**src/rtl/mcc_pkg.sv**
```systemverilog
package mcc_pkg;
  typedef enum logic [1:0] {
    LS_I = 2'd0,
    LS_S = 2'd1,
    LS_E = 2'd2,
    LS_M = 2'd3
  } line_st_t;

  typedef enum logic [1:0] {
    BC_IDLE   = 2'b00,
    BC_RDMISS = 2'b01,
    BC_WRMISS = 2'b10,
    BC_INVAL  = 2'b11
  } bus_cmd_t;
endpackage

```
**src/rtl/mcc_line_store.sv**
```systemverilog
module mcc_line_store
  import mcc_pkg::*;
#(
  parameter int LINES   = 8,
  parameter int TAG_W   = 5,
  parameter int DATA_W  = 16,
  parameter bit MESI_EN = 1'b0,
  localparam int IDX_W  = $clog2(LINES)
) (
  input  logic              clk,
  input  logic              rst_n,
  // processor-side port
  input  logic [IDX_W-1:0]  a_idx,
  output line_st_t          a_st,
  output logic [TAG_W-1:0]  a_tag,
  output logic [DATA_W-1:0] a_data,
  input  logic              cw_st_en,
  input  line_st_t          cw_st,
  input  logic              cw_tag_en,
  input  logic [TAG_W-1:0]  cw_tag,
  input  logic              cw_data_en,
  input  logic [DATA_W-1:0] cw_data,
  // snoop-side port
  input  logic [IDX_W-1:0]  b_idx,
  output line_st_t          b_st,
  output logic [TAG_W-1:0]  b_tag,
  output logic [DATA_W-1:0] b_data,
  input  logic              sw_en,
  input  line_st_t          sw_st
);
  line_st_t          st_all   [LINES];
  logic [TAG_W-1:0]  tag_all  [LINES];
  logic [DATA_W-1:0] data_all [LINES];

  for (genvar g = 0; g < LINES; g++) begin : g_line
    line_st_t          st_q;
    logic [TAG_W-1:0]  tag_q;
    logic [DATA_W-1:0] data_q;
    logic              cpu_sel, snp_sel;

    assign cpu_sel = (a_idx == IDX_W'(g));
    assign snp_sel = (b_idx == IDX_W'(g));

    // processor side wins when both ports write the same line
    always_ff @(posedge clk) begin
      if (!rst_n) begin
        st_q <= LS_I;
      end else if (cpu_sel && cw_st_en) begin
        st_q <= cw_st;
      end else if (snp_sel && sw_en) begin
        st_q <= sw_st;
      end
    end

    always_ff @(posedge clk) begin
      if (cpu_sel && cw_tag_en)  tag_q  <= cw_tag;
      if (cpu_sel && cw_data_en) data_q <= cw_data;
    end

    assign st_all[g]   = st_q;
    assign tag_all[g]  = tag_q;
    assign data_all[g] = data_q;
  end

  assign a_st   = st_all[a_idx];
  assign a_tag  = tag_all[a_idx];
  assign a_data = data_all[a_idx];
  assign b_st   = st_all[b_idx];
  assign b_tag  = tag_all[b_idx];
  assign b_data = data_all[b_idx];

  // without the clean-exclusive option no line is ever seen Exclusive
  assert_no_excl_in_msi_R12: assert property (@(posedge clk) disable iff (!rst_n)
    (MESI_EN || (a_st != LS_E && b_st != LS_E)));
endmodule

```
**src/rtl/mcc_snoop_ctl.sv**
```systemverilog
module mcc_snoop_ctl
  import mcc_pkg::*;
#(
  parameter int ADDR_W = 8,
  parameter int IDX_W  = 3,
  parameter int ID_W   = 2,
  parameter int MY_ID  = 0,
  localparam int TAG_W = ADDR_W - IDX_W
) (
  input  logic [1:0]        snp_cmd,
  input  logic [ADDR_W-1:0] snp_addr,
  input  logic [ID_W-1:0]   snp_id,
  output logic [IDX_W-1:0]  b_idx,
  input  line_st_t          b_st,
  input  logic [TAG_W-1:0]  b_tag,
  output logic              active,
  output logic              match,
  output logic              sw_en,
  output line_st_t          sw_st,
  output logic              wb_req
);
  bus_cmd_t cmd;

  assign cmd    = bus_cmd_t'(snp_cmd);
  assign b_idx  = snp_addr[IDX_W-1:0];
  assign active = (cmd != BC_IDLE) && (snp_id != ID_W'(MY_ID));
  assign match  = active && (b_st != LS_I) && (b_tag == snp_addr[ADDR_W-1:IDX_W]);

  always_comb begin
    sw_en  = 1'b0;
    sw_st  = b_st;
    wb_req = 1'b0;
    if (match) begin
      unique case (cmd)
        BC_RDMISS: begin
          // dirty owner supplies the word; clean owners fall back to Shared
          if (b_st == LS_M || b_st == LS_E) begin
            sw_en  = 1'b1;
            sw_st  = LS_S;
            wb_req = (b_st == LS_M);
          end
        end
        BC_WRMISS, BC_INVAL: begin
          sw_en  = 1'b1;
          sw_st  = LS_I;
          wb_req = (b_st == LS_M);
        end
        default: ;
      endcase
    end
  end
endmodule

```
**src/rtl/mcc_req_fsm.sv**
```systemverilog
module mcc_req_fsm
  import mcc_pkg::*;
#(
  parameter int ADDR_W  = 8,
  parameter int DATA_W  = 16,
  parameter int IDX_W   = 3,
  parameter bit MESI_EN = 1'b0,
  localparam int TAG_W  = ADDR_W - IDX_W
) (
  input  logic              clk,
  input  logic              rst_n,
  input  logic              cpu_req_valid,
  output logic              cpu_req_ready,
  input  logic              cpu_req_write,
  input  logic [ADDR_W-1:0] cpu_req_addr,
  input  logic [DATA_W-1:0] cpu_req_wdata,
  output logic [DATA_W-1:0] cpu_rdata,
  output logic [IDX_W-1:0]  a_idx,
  input  line_st_t          a_st,
  input  logic [TAG_W-1:0]  a_tag,
  input  logic [DATA_W-1:0] a_data,
  output logic              cw_st_en,
  output line_st_t          cw_st,
  output logic              cw_tag_en,
  output logic [TAG_W-1:0]  cw_tag,
  output logic              cw_data_en,
  output logic [DATA_W-1:0] cw_data,
  input  logic              snp_active,
  output logic              bus_req,
  input  logic              bus_gnt,
  output bus_cmd_t          bus_cmd,
  input  logic              fill_valid,
  input  logic [DATA_W-1:0] fill_data,
  input  logic              fill_shared,
  output logic              evict_wb,
  output logic [ADDR_W-1:0] evict_addr
);
  typedef enum logic [1:0] {P_IDLE, P_EVICT, P_ARB, P_FILL} phase_t;

  phase_t   ph_q, ph_d;
  bus_cmd_t pend_q, pend_d;

  logic [TAG_W-1:0] req_tag;
  logic             hit, owned, still_shr;

  assign a_idx     = cpu_req_addr[IDX_W-1:0];
  assign req_tag   = cpu_req_addr[ADDR_W-1:IDX_W];
  assign hit       = (a_st != LS_I) && (a_tag == req_tag);
  assign owned     = (a_st == LS_E) || (a_st == LS_M);
  assign still_shr = hit && (a_st == LS_S);
  assign cpu_rdata = a_data;
  assign evict_addr = {a_tag, a_idx};

  assign cpu_req_ready = (ph_q == P_IDLE) && cpu_req_valid && hit &&
                         (!cpu_req_write || owned) && !snp_active;

  always_comb begin
    ph_d       = ph_q;
    pend_d     = pend_q;
    cw_st_en   = 1'b0;
    cw_st      = a_st;
    cw_tag_en  = 1'b0;
    cw_tag     = req_tag;
    cw_data_en = 1'b0;
    cw_data    = cpu_req_wdata;
    bus_req    = 1'b0;
    bus_cmd    = BC_IDLE;
    evict_wb   = 1'b0;
    unique case (ph_q)
      P_IDLE: begin
        if (cpu_req_ready && cpu_req_write) begin
          cw_data_en = 1'b1;
          cw_st_en   = 1'b1;
          cw_st      = LS_M;
        end else if (cpu_req_valid && !cpu_req_ready && !snp_active) begin
          if (still_shr && cpu_req_write) begin
            pend_d = BC_INVAL;
            ph_d   = P_ARB;
          end else if (!hit) begin
            pend_d = cpu_req_write ? BC_WRMISS : BC_RDMISS;
            ph_d   = (a_st == LS_M) ? P_EVICT : P_ARB;
          end
        end
      end
      P_EVICT: begin
        if (!snp_active) begin
          if (a_st == LS_M) begin
            evict_wb = 1'b1;
            cw_st_en = 1'b1;
            cw_st    = LS_I;
          end
          ph_d = P_ARB;
        end
      end
      P_ARB: begin
        if (pend_q == BC_INVAL && !still_shr) begin
          ph_d = P_IDLE;
        end else begin
          bus_req = 1'b1;
          if (bus_gnt) begin
            bus_cmd = pend_q;
            if (pend_q == BC_INVAL) begin
              cw_st_en = 1'b1;
              cw_st    = LS_M;
              ph_d     = P_IDLE;
            end else begin
              ph_d = P_FILL;
            end
          end
        end
      end
      P_FILL: begin
        if (fill_valid) begin
          cw_tag_en  = 1'b1;
          cw_data_en = 1'b1;
          cw_data    = fill_data;
          cw_st_en   = 1'b1;
          if (pend_q == BC_WRMISS)         cw_st = LS_M;
          else if (MESI_EN && !fill_shared) cw_st = LS_E;
          else                              cw_st = LS_S;
          ph_d = P_IDLE;
        end
      end
      default: ph_d = P_IDLE;
    endcase
  end

  always_ff @(posedge clk) begin
    if (!rst_n) begin
      ph_q   <= P_IDLE;
      pend_q <= BC_IDLE;
    end else begin
      ph_q   <= ph_d;
      pend_q <= pend_d;
    end
  end

  // an accepted request never coincides with a bus command
  assert_hit_no_bus_R2: assert property (@(posedge clk) disable iff (!rst_n)
    cpu_req_ready |-> (bus_cmd == BC_IDLE));

  // a miss request is held until the arbiter grants it
  assert_req_held_R13: assert property (@(posedge clk) disable iff (!rst_n)
    (bus_req && !bus_gnt && pend_q != BC_INVAL) |=> bus_req);

  // a dirty victim's write-back is followed by the miss request
  assert_evict_then_req_R7: assert property (@(posedge clk) disable iff (!rst_n)
    evict_wb |=> bus_req);
endmodule

```
**src/rtl/mcc_cache_ctrl.sv**
```systemverilog
module mcc_cache_ctrl
  import mcc_pkg::*;
#(
  parameter int ADDR_W  = 8,
  parameter int DATA_W  = 16,
  parameter int LINES   = 8,
  parameter int ID_W    = 2,
  parameter int MY_ID   = 0,
  parameter bit MESI_EN = 1'b0,
  localparam int IDX_W  = $clog2(LINES),
  localparam int TAG_W  = ADDR_W - IDX_W
) (
  input  logic              clk,
  input  logic              rst_n,
  input  logic              cpu_req_valid,
  output logic              cpu_req_ready,
  input  logic              cpu_req_write,
  input  logic [ADDR_W-1:0] cpu_req_addr,
  input  logic [DATA_W-1:0] cpu_req_wdata,
  output logic [DATA_W-1:0] cpu_rdata,
  output logic              bus_req,
  input  logic              bus_gnt,
  output logic [1:0]        bus_cmd,
  output logic [ADDR_W-1:0] bus_addr,
  output logic [ID_W-1:0]   bus_id,
  input  logic              fill_valid,
  input  logic [DATA_W-1:0] fill_data,
  input  logic              fill_shared,
  input  logic [1:0]        snp_cmd,
  input  logic [ADDR_W-1:0] snp_addr,
  input  logic [ID_W-1:0]   snp_id,
  output logic              snp_hit_shared,
  output logic              wb_valid,
  output logic [ADDR_W-1:0] wb_addr,
  output logic [DATA_W-1:0] wb_data
);
  logic [IDX_W-1:0]  a_idx, b_idx;
  line_st_t          a_st, b_st, cw_st, sw_st;
  logic [TAG_W-1:0]  a_tag, b_tag, cw_tag;
  logic [DATA_W-1:0] a_data, b_data, cw_data;
  logic              cw_st_en, cw_tag_en, cw_data_en, sw_en;
  logic              snp_active, snp_match, snp_wb, evict_wb;
  logic [ADDR_W-1:0] evict_addr;
  bus_cmd_t          cmd_out;

  mcc_line_store #(
    .LINES(LINES), .TAG_W(TAG_W), .DATA_W(DATA_W), .MESI_EN(MESI_EN)
  ) u_store (
    .clk(clk), .rst_n(rst_n),
    .a_idx(a_idx), .a_st(a_st), .a_tag(a_tag), .a_data(a_data),
    .cw_st_en(cw_st_en), .cw_st(cw_st), .cw_tag_en(cw_tag_en), .cw_tag(cw_tag),
    .cw_data_en(cw_data_en), .cw_data(cw_data),
    .b_idx(b_idx), .b_st(b_st), .b_tag(b_tag), .b_data(b_data),
    .sw_en(sw_en), .sw_st(sw_st)
  );

  mcc_snoop_ctl #(
    .ADDR_W(ADDR_W), .IDX_W(IDX_W), .ID_W(ID_W), .MY_ID(MY_ID)
  ) u_snoop (
    .snp_cmd(snp_cmd), .snp_addr(snp_addr), .snp_id(snp_id),
    .b_idx(b_idx), .b_st(b_st), .b_tag(b_tag),
    .active(snp_active), .match(snp_match),
    .sw_en(sw_en), .sw_st(sw_st), .wb_req(snp_wb)
  );

  mcc_req_fsm #(
    .ADDR_W(ADDR_W), .DATA_W(DATA_W), .IDX_W(IDX_W), .MESI_EN(MESI_EN)
  ) u_fsm (
    .clk(clk), .rst_n(rst_n),
    .cpu_req_valid(cpu_req_valid), .cpu_req_ready(cpu_req_ready),
    .cpu_req_write(cpu_req_write), .cpu_req_addr(cpu_req_addr),
    .cpu_req_wdata(cpu_req_wdata), .cpu_rdata(cpu_rdata),
    .a_idx(a_idx), .a_st(a_st), .a_tag(a_tag), .a_data(a_data),
    .cw_st_en(cw_st_en), .cw_st(cw_st), .cw_tag_en(cw_tag_en), .cw_tag(cw_tag),
    .cw_data_en(cw_data_en), .cw_data(cw_data),
    .snp_active(snp_active),
    .bus_req(bus_req), .bus_gnt(bus_gnt), .bus_cmd(cmd_out),
    .fill_valid(fill_valid), .fill_data(fill_data), .fill_shared(fill_shared),
    .evict_wb(evict_wb), .evict_addr(evict_addr)
  );

  assign bus_cmd        = cmd_out;
  assign bus_addr       = cpu_req_addr;
  assign bus_id         = ID_W'(MY_ID);
  assign snp_hit_shared = snp_match;

  // snoop-forced write-back and eviction share one strobe
  assign wb_valid = snp_wb | evict_wb;
  assign wb_addr  = snp_wb ? snp_addr : evict_addr;
  assign wb_data  = snp_wb ? b_data   : a_data;

  // no processor request is taken while a foreign snoop is present
  assert_snoop_first_R11: assert property (@(posedge clk) disable iff (!rst_n)
    snp_active |-> !cpu_req_ready);

  // eviction never collides with a snoop write-back
  assert_single_wb_R7: assert property (@(posedge clk) disable iff (!rst_n)
    !(snp_wb && evict_wb));

  // a snooped invalidation leaves no dirty data behind without a write-back
  assert_dirty_kill_wb_R10: assert property (@(posedge clk) disable iff (!rst_n)
    (snp_match && b_st == LS_M && snp_cmd != 2'b00) |-> wb_valid);
endmodule

```
**config.mk**
```make
export PLATFORM = sky130hd
export DESIGN_NAME = mcc_cache_ctrl
export DESIGN_NICKNAME = d
export VERILOG_FILES = /design/src/rtl/mcc_pkg.sv /design/src/rtl/mcc_line_store.sv /design/src/rtl/mcc_snoop_ctl.sv /design/src/rtl/mcc_req_fsm.sv /design/src/rtl/mcc_cache_ctrl.sv
export SDC_FILE = /design/constraint.sdc
export NUM_CORES = 1
export LEC_CHECK = 0
export BUFFER_PORTS_ARGS = -buffer_cell sky130_fd_sc_hd__buf_2
export CELL_PAD_IN_SITES_DETAIL_PLACEMENT = 1
export CELL_PAD_IN_SITES_GLOBAL_PLACEMENT = 2
export CORE_ASPECT_RATIO = 0.9
export CORE_UTILIZATION = 47
export CTS_CLUSTER_DIAMETER = 30
export CTS_CLUSTER_SIZE = 12
export DETAILED_ROUTE_END_ITERATION = 10
export PLACE_DENSITY = 0.93
export SLEW_MARGIN = 40
export SYNTH_ARGS = -nofsm -noshare
export SYNTH_HDL_FRONTEND = slang
export SYNTH_HIERARCHICAL = 1
export SYNTH_SLANG_ARGS = --single-unit
export TNS_END_PERCENT = 50
```
**constraint.sdc**
```tcl
create_clock -name clk -period 11.8 [get_ports clk]
set_input_delay 2.36 -clock clk [delete_from_list [all_inputs] [get_ports clk]]
set_output_delay 2.36 -clock clk [all_outputs]
set_load 0.01 [all_outputs]
```
==> flow_summary.json, run 1 <==
{
  "outcome": "complete, no violations",
  "final_common_cell": "edfxtp_1",
  "first_pass_iters": 4,
  "cellLeakagePower_nw": 4.00,
  "syn_inst": 638,
  "grt_use_total_pct": 23.1,
  "cap_violations": 0,
  "wl_per_cell_um": 26.2,
  "postCtsSetupRepairBufs": 0,
  "synth_edf_count": 168,
  "place.gp.congestion": 0.818,
  "drtIter0Drc": 385,
  "dieArea_mm2": 0.0230,
  "core_area_mm2": 0.0218,
  "area_growth_pct": 9.62,
  "path_class": "in -> out",
  "cp_data_arrival_time_ps": 6170,
  "final_nets": 755,
  "via_per_inst": 6.21,
  "fmax_mhz": 117,
  "power_mw": 1.51,
  "synth_cell_types": 51,
  "critPathCaptureType": "output pin",
  "cts_hold_buf": 0,
  "drive_above_1_share_pct": 44.5,
  "yosysSeqAreaShare_pct": 51.7,
  "core.rowCount": 51,
  "ys_ff_latch": 188,
  "final-max-slew-violation-count": 0,
  "vias": 6175,
  "fin_util_pct": 52.9,
  "io_pins": 115,
  "clkSlewWorstSetupHoldPaths_ps": 60,
  "synth_area_mm2": 0.0105,
  "syn_area_per_cell_um2": 16.5,
  "peakVddDrop_mv": 0.102,
  "grt_overflow": 0,
  "hold_viol_final": 0,
  "async_flop_share_pct": 0,
  "finClkSkew_ps": 11.2,
  "hp-class": "reg -> reg",
  "finalCritPeriodShare_pct": 72.3,
  "cts_tree": "built",
  "rsz0062_at_grt": "false",
  "critPathLaunchType": "input port",
  "clockBufferDepth": 2,
  "drt.antenna.violating_nets": 0,
  "clkLatencyLatePin_ps": 430,
  "holdWs_ps": 541,
  "antenna_cells": 0,
  "cts_buffers": 17,
  "crit_path_max_fanout": 34,
  "grt_pass1_wl_mm": 39.4,
  "relSlewSlack_pct": 48.8,
  "ys.flop_type": "edfxtp_1",
  "clock-root-buffer": "clkbuf_16",
  "fin_crit_ps": 8530,
  "yosys_warnings": 6,
  "power_density_mw_per_mm2": 131,
  "fill_cells": 2071,
  "die_y_um": 144,
  "die_x_um": 160,
  "initial_utilization_pct": 48.3,
  "final_cell_mix": "edfxtp_1, buf_2, mux2_2",
  "numPortBuffers": 111,
  "setup_viol": 0,
  "htreeDepth": 4,
  "setup-tns-final_ps": 0,
  "grt_antenna_before_repair": 0,
  "fin_cells": 995,
  "grt_pass1_vias": 6706,
  "dp_cells": 962,
  "dp_hpwl_mm": 16.3,
  "cp.required_ps": 9440,
  "drt-total-wl_mm": 26.1,
  "grt_max_degree": 61,
  "worstMarginPinSlew_ps": 767,
  "drc": 0,
  "cts_resized": 0,
  "cts_sinks": 188
}
## where the power goes
part           switching [mW]  internal, mW  leakage (nW)  total [mW]
Clock                   0.268         0.298         0.278       0.566
Combinational           0.112        0.0930          2.05       0.205
Sequential            0.00668         0.731          1.67       0.738
Total                   0.386          1.12          4.00        1.51
## worst paths after layout
path	from	end	slack [ps]	cells past startpoint
max	snp_addr[0]	wb_data[13]	3270	11
min	u_fsm/ph_q[1]	u_fsm/ph_q[1]	540	2
max reg2reg	u_store/g_line[6].tag_q[0]	u_store/g_line[2].data_q[15]	8140	8
min reg2reg	u_fsm/ph_q[1]	u_fsm/ph_q[1]	540	2
## stage by stage
step / worst slack (ps) / instance area, um2
finish: 3270 / 11500
global route: 3070 / 11500
CTS: 3280 / 11500
detailed placement: 3290 / 10900
global placement: 3080 / 10900
floorplan: 4450 / 10500
## kinds of logic (layout without fill, tap and decap cells)
group / count (synthesis) / in the layout / share of synthesized area [%]
adders and majority gates: 5 / 5 / 0.594
AOI/OAI and AO/OA: 55 / 55 / 2.95
DFF: 188 / 188 / 51.7
other: 1 / 2 / 0.0356
xor gates and xnor gates: 10 / 10 / 0.831
and+or+nand+nor: 92 / 92 / 5.24
muxes: 196 / 196 / 32.4
buffers and inverters: 91 / 156 / 6.29
## layer usage
layer	wire, um	track usage [%]
met4	395	7.02
met2	14100	42.5
met3	1110	4.47
met1	10500	27.6
met5	0	0
## synthesized netlist by cell type, types with 2 or more instances
cell	instances	share of area [%]
a21oi_1	22	1.0
a31oi_1	4	0.24
and2_1	2	0.12
and3_1	3	0.18
and4bb_2	3	0.36
buf_12	6	1.1
buf_2	14	0.67
buf_4	45	3.2
buf_6	5	0.53
clkbuf_1	14	0.50
dfxtp_1	20	3.8
edfxtp_1	168	48
ha_1	5	0.59
inv_1	6	0.21
mux2_2	67	7.2
mux2_4	19	2.7
mux2i_1	18	1.7
mux4_1	32	8.0
mux4_2	60	13
nand2_1	17	0.61
nand2b_1	8	0.48
nand3_1	3	0.14
nand4_1	2	0.12
nand4b_1	6	0.50
nand4bb_1	2	0.21
nor2_1	25	0.89
nor2b_1	5	0.30
nor3_1	2	0.095
o211ai_1	2	0.14
o21ai_0	17	0.81
o21ai_1	2	0.095
o2bb2ai_1	2	0.17
o31ai_1	2	0.14
or2_1	3	0.18
or3_1	2	0.12
xor2_1	10	0.83
## layout make-up
class	count	area, um2	area share, %
Sequential cell	188	5450	47.1
Tap cell	291	364	3.15
Clock inverter	15	151	1.31
Multi-Input combinational cell	360	4500	39.0
Clock buffer	17	425	3.68
Timing Repair Buffer	118	641	5.55
Inverter	6	22.5	0.195
## critical path: stages
cell and delay, ps:
buf_2 90, buf_4 340, buf_4 550, mux4_1 620
mux2_2 280, xor2_1 150, nor4_2 290, and3_2 280
and3_4 600, mux2_2 410, buf_2 140
## flip-flops by register name (all words and copies together) (netlist names)
register	count
u_fsm/pend_q	2
u_fsm/ph_q	2
u_store/g_line.data_q	128
u_store/g_line.st_q	16
u_store/g_line.tag_q	40
No activity file was read; power rests on OpenSTA's default activity.
==> run 2, diff against run 1 <==
--- a/config.mk
+++ b/config.mk
@@ -9,11 +9,11 @@
 export CELL_PAD_IN_SITES_DETAIL_PLACEMENT = 1
 export CELL_PAD_IN_SITES_GLOBAL_PLACEMENT = 2
 export CORE_ASPECT_RATIO = 0.9
-export CORE_UTILIZATION = 47
+export CORE_UTILIZATION = 44
 export CTS_CLUSTER_DIAMETER = 30
 export CTS_CLUSTER_SIZE = 12
 export DETAILED_ROUTE_END_ITERATION = 10
-export PLACE_DENSITY = 0.93
+export PLACE_DENSITY = 0.88
 export SLEW_MARGIN = 40
 export SYNTH_ARGS = -nofsm -noshare
 export SYNTH_HDL_FRONTEND = slang
==> constraint.sdc (replaced) <==
create_clock -name clk -period 7.9 [get_ports clk]
set_input_delay 1.58 -clock clk [delete_from_list [all_inputs] [get_ports clk]]
set_output_delay 1.58 -clock clk [all_outputs]
set_load 0.01 [all_outputs]
==> run 2 against run 1 <==
Net effect: total power increased by 46%; sequential power grew 49%; hold slack worse by 31 ps; final area down 0.25%; critical endpoint is now wb_addr[1]; largest cell class unchanged; largest power group unchanged; highest routed layer unchanged.
==> flow_summary.json, run 2 (synthesized netlist as in run 1, its figures left out) <==
{
  "rsz0062_at_grt": "false",
  "cellLeakagePower_nw": 4.01,
  "r2r-start": "u_store/g_line[3].tag_q[0]",
  "via_per_inst": 6.18,
  "cp_top_family": "multiplexers",
  "die_y_um": 149,
  "worstMarginPinSlew_ps": 903,
  "dieArea_mm2": 0.0246,
  "clock-root-buffer": "clkbuf_16",
  "htreeDepth": 4,
  "cts_hold_buf": 0,
  "fin_crit_ps": 6740,
  "setup-tns-final_ps": 0,
  "antenna_cells": 0,
  "cts_resized": 0,
  "numPortBuffers": 111,
  "path_depth": 10,
  "io_pins": 115,
  "fin_cells": 1012,
  "postCtsSetupRepairBufs": 0,
  "cap_violations": 0,
  "crit_chain": "buf_2 -> mux4_1 -> mux2_2 -> xor2_1 -> nor4_2 -> and3_2 -> and3_2 -> buf_4 -> mux2_2 -> buf_2",
  "reg2reg_depth": 8,
  "place.gp.congestion": 0.793,
  "grt_use_total_pct": 22.4,
  "cp.required_ps": 6320,
  "core.rowCount": 53,
  "final_common_cell": "edfxtp_1",
  "finClkSkew_ps": 6.95,
  "initial_utilization_pct": 45.0,
  "critPathCaptureType": "output pin",
  "cp_num_buf_inv": 3,
  "first_pass_iters": 4,
  "finalCritPeriodShare_pct": 85.4,
  "largest_reg_flops": 128,
  "cp_data_arrival_time_ps": 5160,
  "cts_buffers": 17,
  "cts_sinks": 188,
  "reg_top3": "u_store/g_line.data_q: 128 flops, u_store/g_line.tag_q: 40 flops, u_store/g_line.st_q: 16 flops",
  "dp_cells": 980,
  "holdWs_ps": 510,
  "grt_pass1_wl_mm": 40.2,
  "wl_per_cell_um": 26.4,
  "reg2reg_to": "u_store/g_line[7].data_q[12]",
  "crit_path_max_incr_delay_ps": 640,
  "critPathLaunch": "snp_addr[0]",
  "final_nets": 761,
  "slowest_stage": "mux4_1",
  "fmax_mhz": 148,
  "hold_viol_final": 0,
  "power_density_mw_per_mm2": 192,
  "clkLatencyLatePin_ps": 430,
  "die_x_um": 165,
  "crit_path_max_fanout": 20,
  "clockBufferDepth": 2,
  "ff2ff_setup_slack_ps": 4270,
  "relSlewSlack_pct": 39.8,
  "final_cell_mix": "edfxtp_1, buf_2, mux2_2",
  "core_area_mm2": 0.0234,
  "crit_path_end": "wb_addr[1]",
  "vias": 6254,
  "drt.antenna.violating_nets": 0,
  "outcome": "complete, no violations",
  "path_class": "in -> out",
  "final-max-slew-violation-count": 0,
  "drive_above_1_share_pct": 44.4,
  "grt_pass1_vias": 6770,
  "critPathLaunchType": "input port",
  "cts_tree": "built",
  "drc": 0,
  "drtIter0Drc": 440,
  "grt_antenna_before_repair": 0,
  "grt_overflow": 0,
  "clkSlewWorstSetupHoldPaths_ps": 60,
  "area_growth_pct": 9.35,
  "hp-class": "reg -> reg",
  "regMostFlops": "u_store/g_line.data_q",
  "fin_util_pct": 49.2,
  "min_from": "u_fsm/ph_q[0]",
  "peakVddDrop_mv": 0.114,
  "grt_max_degree": 60,
  "setup_viol": 0,
  "drt-total-wl_mm": 26.7,
  "dp_hpwl_mm": 17.3
}
run 2: area by class of cell:
class,count,area (um2)
multi-input cells,360,4460
flip-flops and latches,188,5450
clock inverters,15,120
inverters,6,22.5
fillers,2219,11900
clock buffers,17,425
well taps,302,378
repair buffers,124,667
run 2: per-stage QoR:
step | cell area [um2] | setup WS [ps] | power (mW)
after CTS | 11500 | 1160 | 2.22
after detailed placement | 11000 | 1200 | 1.42
after floorplan | 10500 | 2110 | 1.35
after global routing | 11500 | 992 | 2.27
after global placement | 11000 | 1230 | 1.41
final | 11500 | 1160 | 2.21
run 2: how the worst min path moves through the flow:
stage / to / slack, ps / cells after the start
after floorplan: u_fsm/ph_q[1] / 470 / 2
after global placement: u_fsm/ph_q[1] / 490 / 2
after detailed placement: u_fsm/ph_q[0] / 500 / 2
after CTS: u_fsm/ph_q[0] / 520 / 2
after global routing: u_fsm/ph_q[0] / 540 / 2
final: u_fsm/ph_q[0] / 510 / 2
run 2: per-layer routing:
layer | wire, um | up-vias | global-route usage [%]
met5 | 0 | - | 0
met4 | 506 | 0 | 8.07
met3 | 1130 | 45 | 3.78
met2 | 14100 | 187 | 39.1
met1 | 11000 | 3361 | 28.0
li1 | - | 2661 | -
run 2: power breakdown:
part | internal [mW] | switching, mW | total, mW
Combinational | 0.137 | 0.167 | 0.304
Clock | 0.433 | 0.368 | 0.800
Sequential | 1.09 | 0.0108 | 1.10
run 2: worst reg2reg max path: cells and delay by family (launching register included):
family | cells | cell delay [ps]
AO/OA/AOI/OAI | 1 | 390
XOR/XNOR | 1 | 170
flip-flops | 1 | 420
multiplexers | 2 | 780
AND/OR/NAND/NOR | 4 | 1500
==> run 3, diff against run 2 <==
--- a/config.mk
+++ b/config.mk
@@ -14,6 +14,8 @@
 export CTS_CLUSTER_SIZE = 12
 export DETAILED_ROUTE_END_ITERATION = 10
 export PLACE_DENSITY = 0.88
+export REMOVE_ABC_BUFFERS = 1
+export SETUP_SLACK_MARGIN = 0.5
 export SLEW_MARGIN = 40
 export SYNTH_ARGS = -nofsm -noshare
 export SYNTH_HDL_FRONTEND = slang
==> run 3 against run 2 <==
Net effect: first-iteration DRC count up 24%; combinational power is essentially flat; critical path depth grew 1; final cell count increased by 0.49%; sequential share of layout area is 0.23 points lower; wire length is 0.47% lower; non-clock buffer count increased by 3; largest cell class unchanged.
==> flow_summary.json, run 3 (synthesized netlist as in run 1, its figures left out) <==
{
  "grt_pass1_vias": 6693,
  "crit_path_end": "wb_data[15]",
  "grt_antenna_before_repair": 4,
  "critPathLaunchType": "input port",
  "finClkSkew_ps": 24.8,
  "cellLeakagePower_nw": 4.04,
  "htreeDepth": 4,
  "area_growth_pct": 9.88,
  "die_y_um": 149,
  "drt-total-wl_mm": 26.6,
  "seq_power_share_pct": 48.7,
  "critPathCaptureType": "output pin",
  "initial_utilization_pct": 45.0,
  "cp_num_buf_inv": 4,
  "p_int_mw": 1.66,
  "ff2ff_setup_slack_ps": 4180,
  "postCtsSetupRepairBufs": 0,
  "numPortBuffers": 111,
  "hp-class": "reg -> reg",
  "fmax_mhz": 147,
  "dieArea_mm2": 0.0246,
  "relSlewSlack_pct": 46.0,
  "reg2reg_to": "u_store/g_line[0].st_q[1]",
  "drtIter0Drc": 545,
  "drt.antenna.violating_nets": 0,
  "clock-root-buffer": "clkbuf_16",
  "core_area_mm2": 0.0234,
  "clkLatencyLatePin_ps": 450,
  "crit_chain": "buf_2 -> buf_4 -> mux4_2 -> mux2_2 -> nor2_1 -> nor4_2 -> and3_2 -> and3_2 -> buf_4 -> mux2_2 -> buf_2",
  "drive_above_1_share_pct": 45.2,
  "crit_path_max_fanout": 39,
  "clkSlewWorstSetupHoldPaths_ps": 70,
  "cts_tree": "built",
  "cts_sinks": 188,
  "path_class": "in -> out",
  "grt_use_total_pct": 22.5,
  "final_nets": 764,
  "cp_data_arrival_time_ps": 5230,
  "peakVddDrop_mv": 0.151,
  "via_per_inst": 6.18,
  "r2r-start": "u_store/g_line[0].tag_q[0]",
  "hold_depth": 2,
  "rsz0062_at_grt": "false",
  "setup-tns-final_ps": 0,
  "crit_path_max_incr_delay_ps": 670,
  "cp_top_family": "buffers and inverters",
  "pwr-share-clk_pct": 37.8,
  "first_pass_iters": 5,
  "die_x_um": 165,
  "grt_pass1_wl_mm": 40.5,
  "cts_buffers": 17,
  "netSwitchingFraction_pct": 26.9,
  "final-max-slew-violation-count": 0,
  "clockBufferDepth": 2,
  "grt_overflow": 0,
  "place.gp.congestion": 0.841,
  "p_switching_mw": 0.608,
  "wl_per_cell_um": 26.2,
  "cap_violations": 0,
  "cts_hold_buf": 0,
  "setup_viol": 0,
  "finalCritPeriodShare_pct": 86.2,
  "vias": 6280,
  "outcome": "complete, no violations",
  "worstMarginPinSlew_ps": 811,
  "grt_max_degree": 40,
  "final_cell_mix": "edfxtp_1, buf_2, mux2_2",
  "hold_viol_final": 0,
  "reg2reg_depth": 10,
  "core.rowCount": 53,
  "path_depth": 11,
  "drc": 0,
  "critPathLaunch": "snp_addr[0]",
  "power_mw": 2.26,
  "power_density_mw_per_mm2": 196,
  "pwr-share-comb_pct": 13.6,
  "cts_resized": 0,
  "fin_crit_ps": 6810,
  "fill_cells": 2239,
  "cp.required_ps": 6320,
  "regMostFlops": "u_store/g_line.data_q",
  "dp_hpwl_mm": 17.2,
  "reg_top3": "u_store/g_line.data_q: 128 flops, u_store/g_line.tag_q: 40 flops, u_store/g_line.st_q: 16 flops",
  "largest_reg_flops": 128,
  "slowest_stage": "buf_4",
  "final_common_cell": "edfxtp_1",
  "io_pins": 115
}
[run 3: cell type report]
cell class	count	area, um2	share of cell area, %
Sequential cell	188	5450	47.0
Clock inverter	15	165	1.43
Inverter	6	22.5	0.195
Clock buffer	17	425	3.67
Timing Repair Buffer	127	678	5.86
Antenna cell	2	5.00	0.0432
Multi-Input combinational cell	360	4460	38.5
Tap cell	302	378	3.26
[run 3: through the flow]
step                      setup WS (ps)  std cells  utilization, %  area [um2]  hold slack [ps]
after global placement             1160        983            46.9       11000              488
after global routing                926       1015            49.4       11600              543
after CTS                          1070       1015            49.4       11600              521
after floorplan                    1880        554               -        9900              468
after detailed placement           1080        983            46.9       11000              512
final                              1090       1017            49.5       11600              516
[run 3: worst min path at each step]
stage / start / endpoint / slack, ps
floorplan: u_fsm/ph_q[1] / u_fsm/ph_q[1] / 470
global placement: u_fsm/ph_q[1] / u_fsm/ph_q[1] / 490
detailed placement: u_fsm/ph_q[1] / u_fsm/ph_q[1] / 510
CTS: u_fsm/ph_q[1] / u_fsm/ph_q[1] / 520
global route: u_fsm/ph_q[1] / u_fsm/ph_q[1] / 540
finish: u_fsm/ph_q[1] / u_fsm/ph_q[1] / 520
[run 3: metal layers]
metal  track usage (%)  part of all wire [%]  routed length, um  vias to the layer above
met3              5.31                   6.3               1670                       44
met2              38.2                    50              13300                      251
met1              28.7                    42              11100                     3297
met4              6.47                   2.0                540                        4
li1                  -                     -                  -                     2684
met5                 0                 0.090                 24                        -
[run 3: power groups by stage]
stage,clock [mW],combinational [mW],sequential [mW]
floorplan,0,0.181,1.12
global placement,0,0.292,1.12
detailed placement,0,0.305,1.12
CTS,0.872,0.307,1.10
global route,0.902,0.330,1.10
finish,0.855,0.307,1.10
[run 3: worst register-to-register path: stages (launching register included)]
cell	delay, ps
edfxtp_1	410
mux4_2	480
mux2_2	310
xor2_1	180
nor4_4	390
nand2_2	130
or4_1	590
nand2_1	360
or4b_4	550
o21ai_1	160
a21oi_1	60
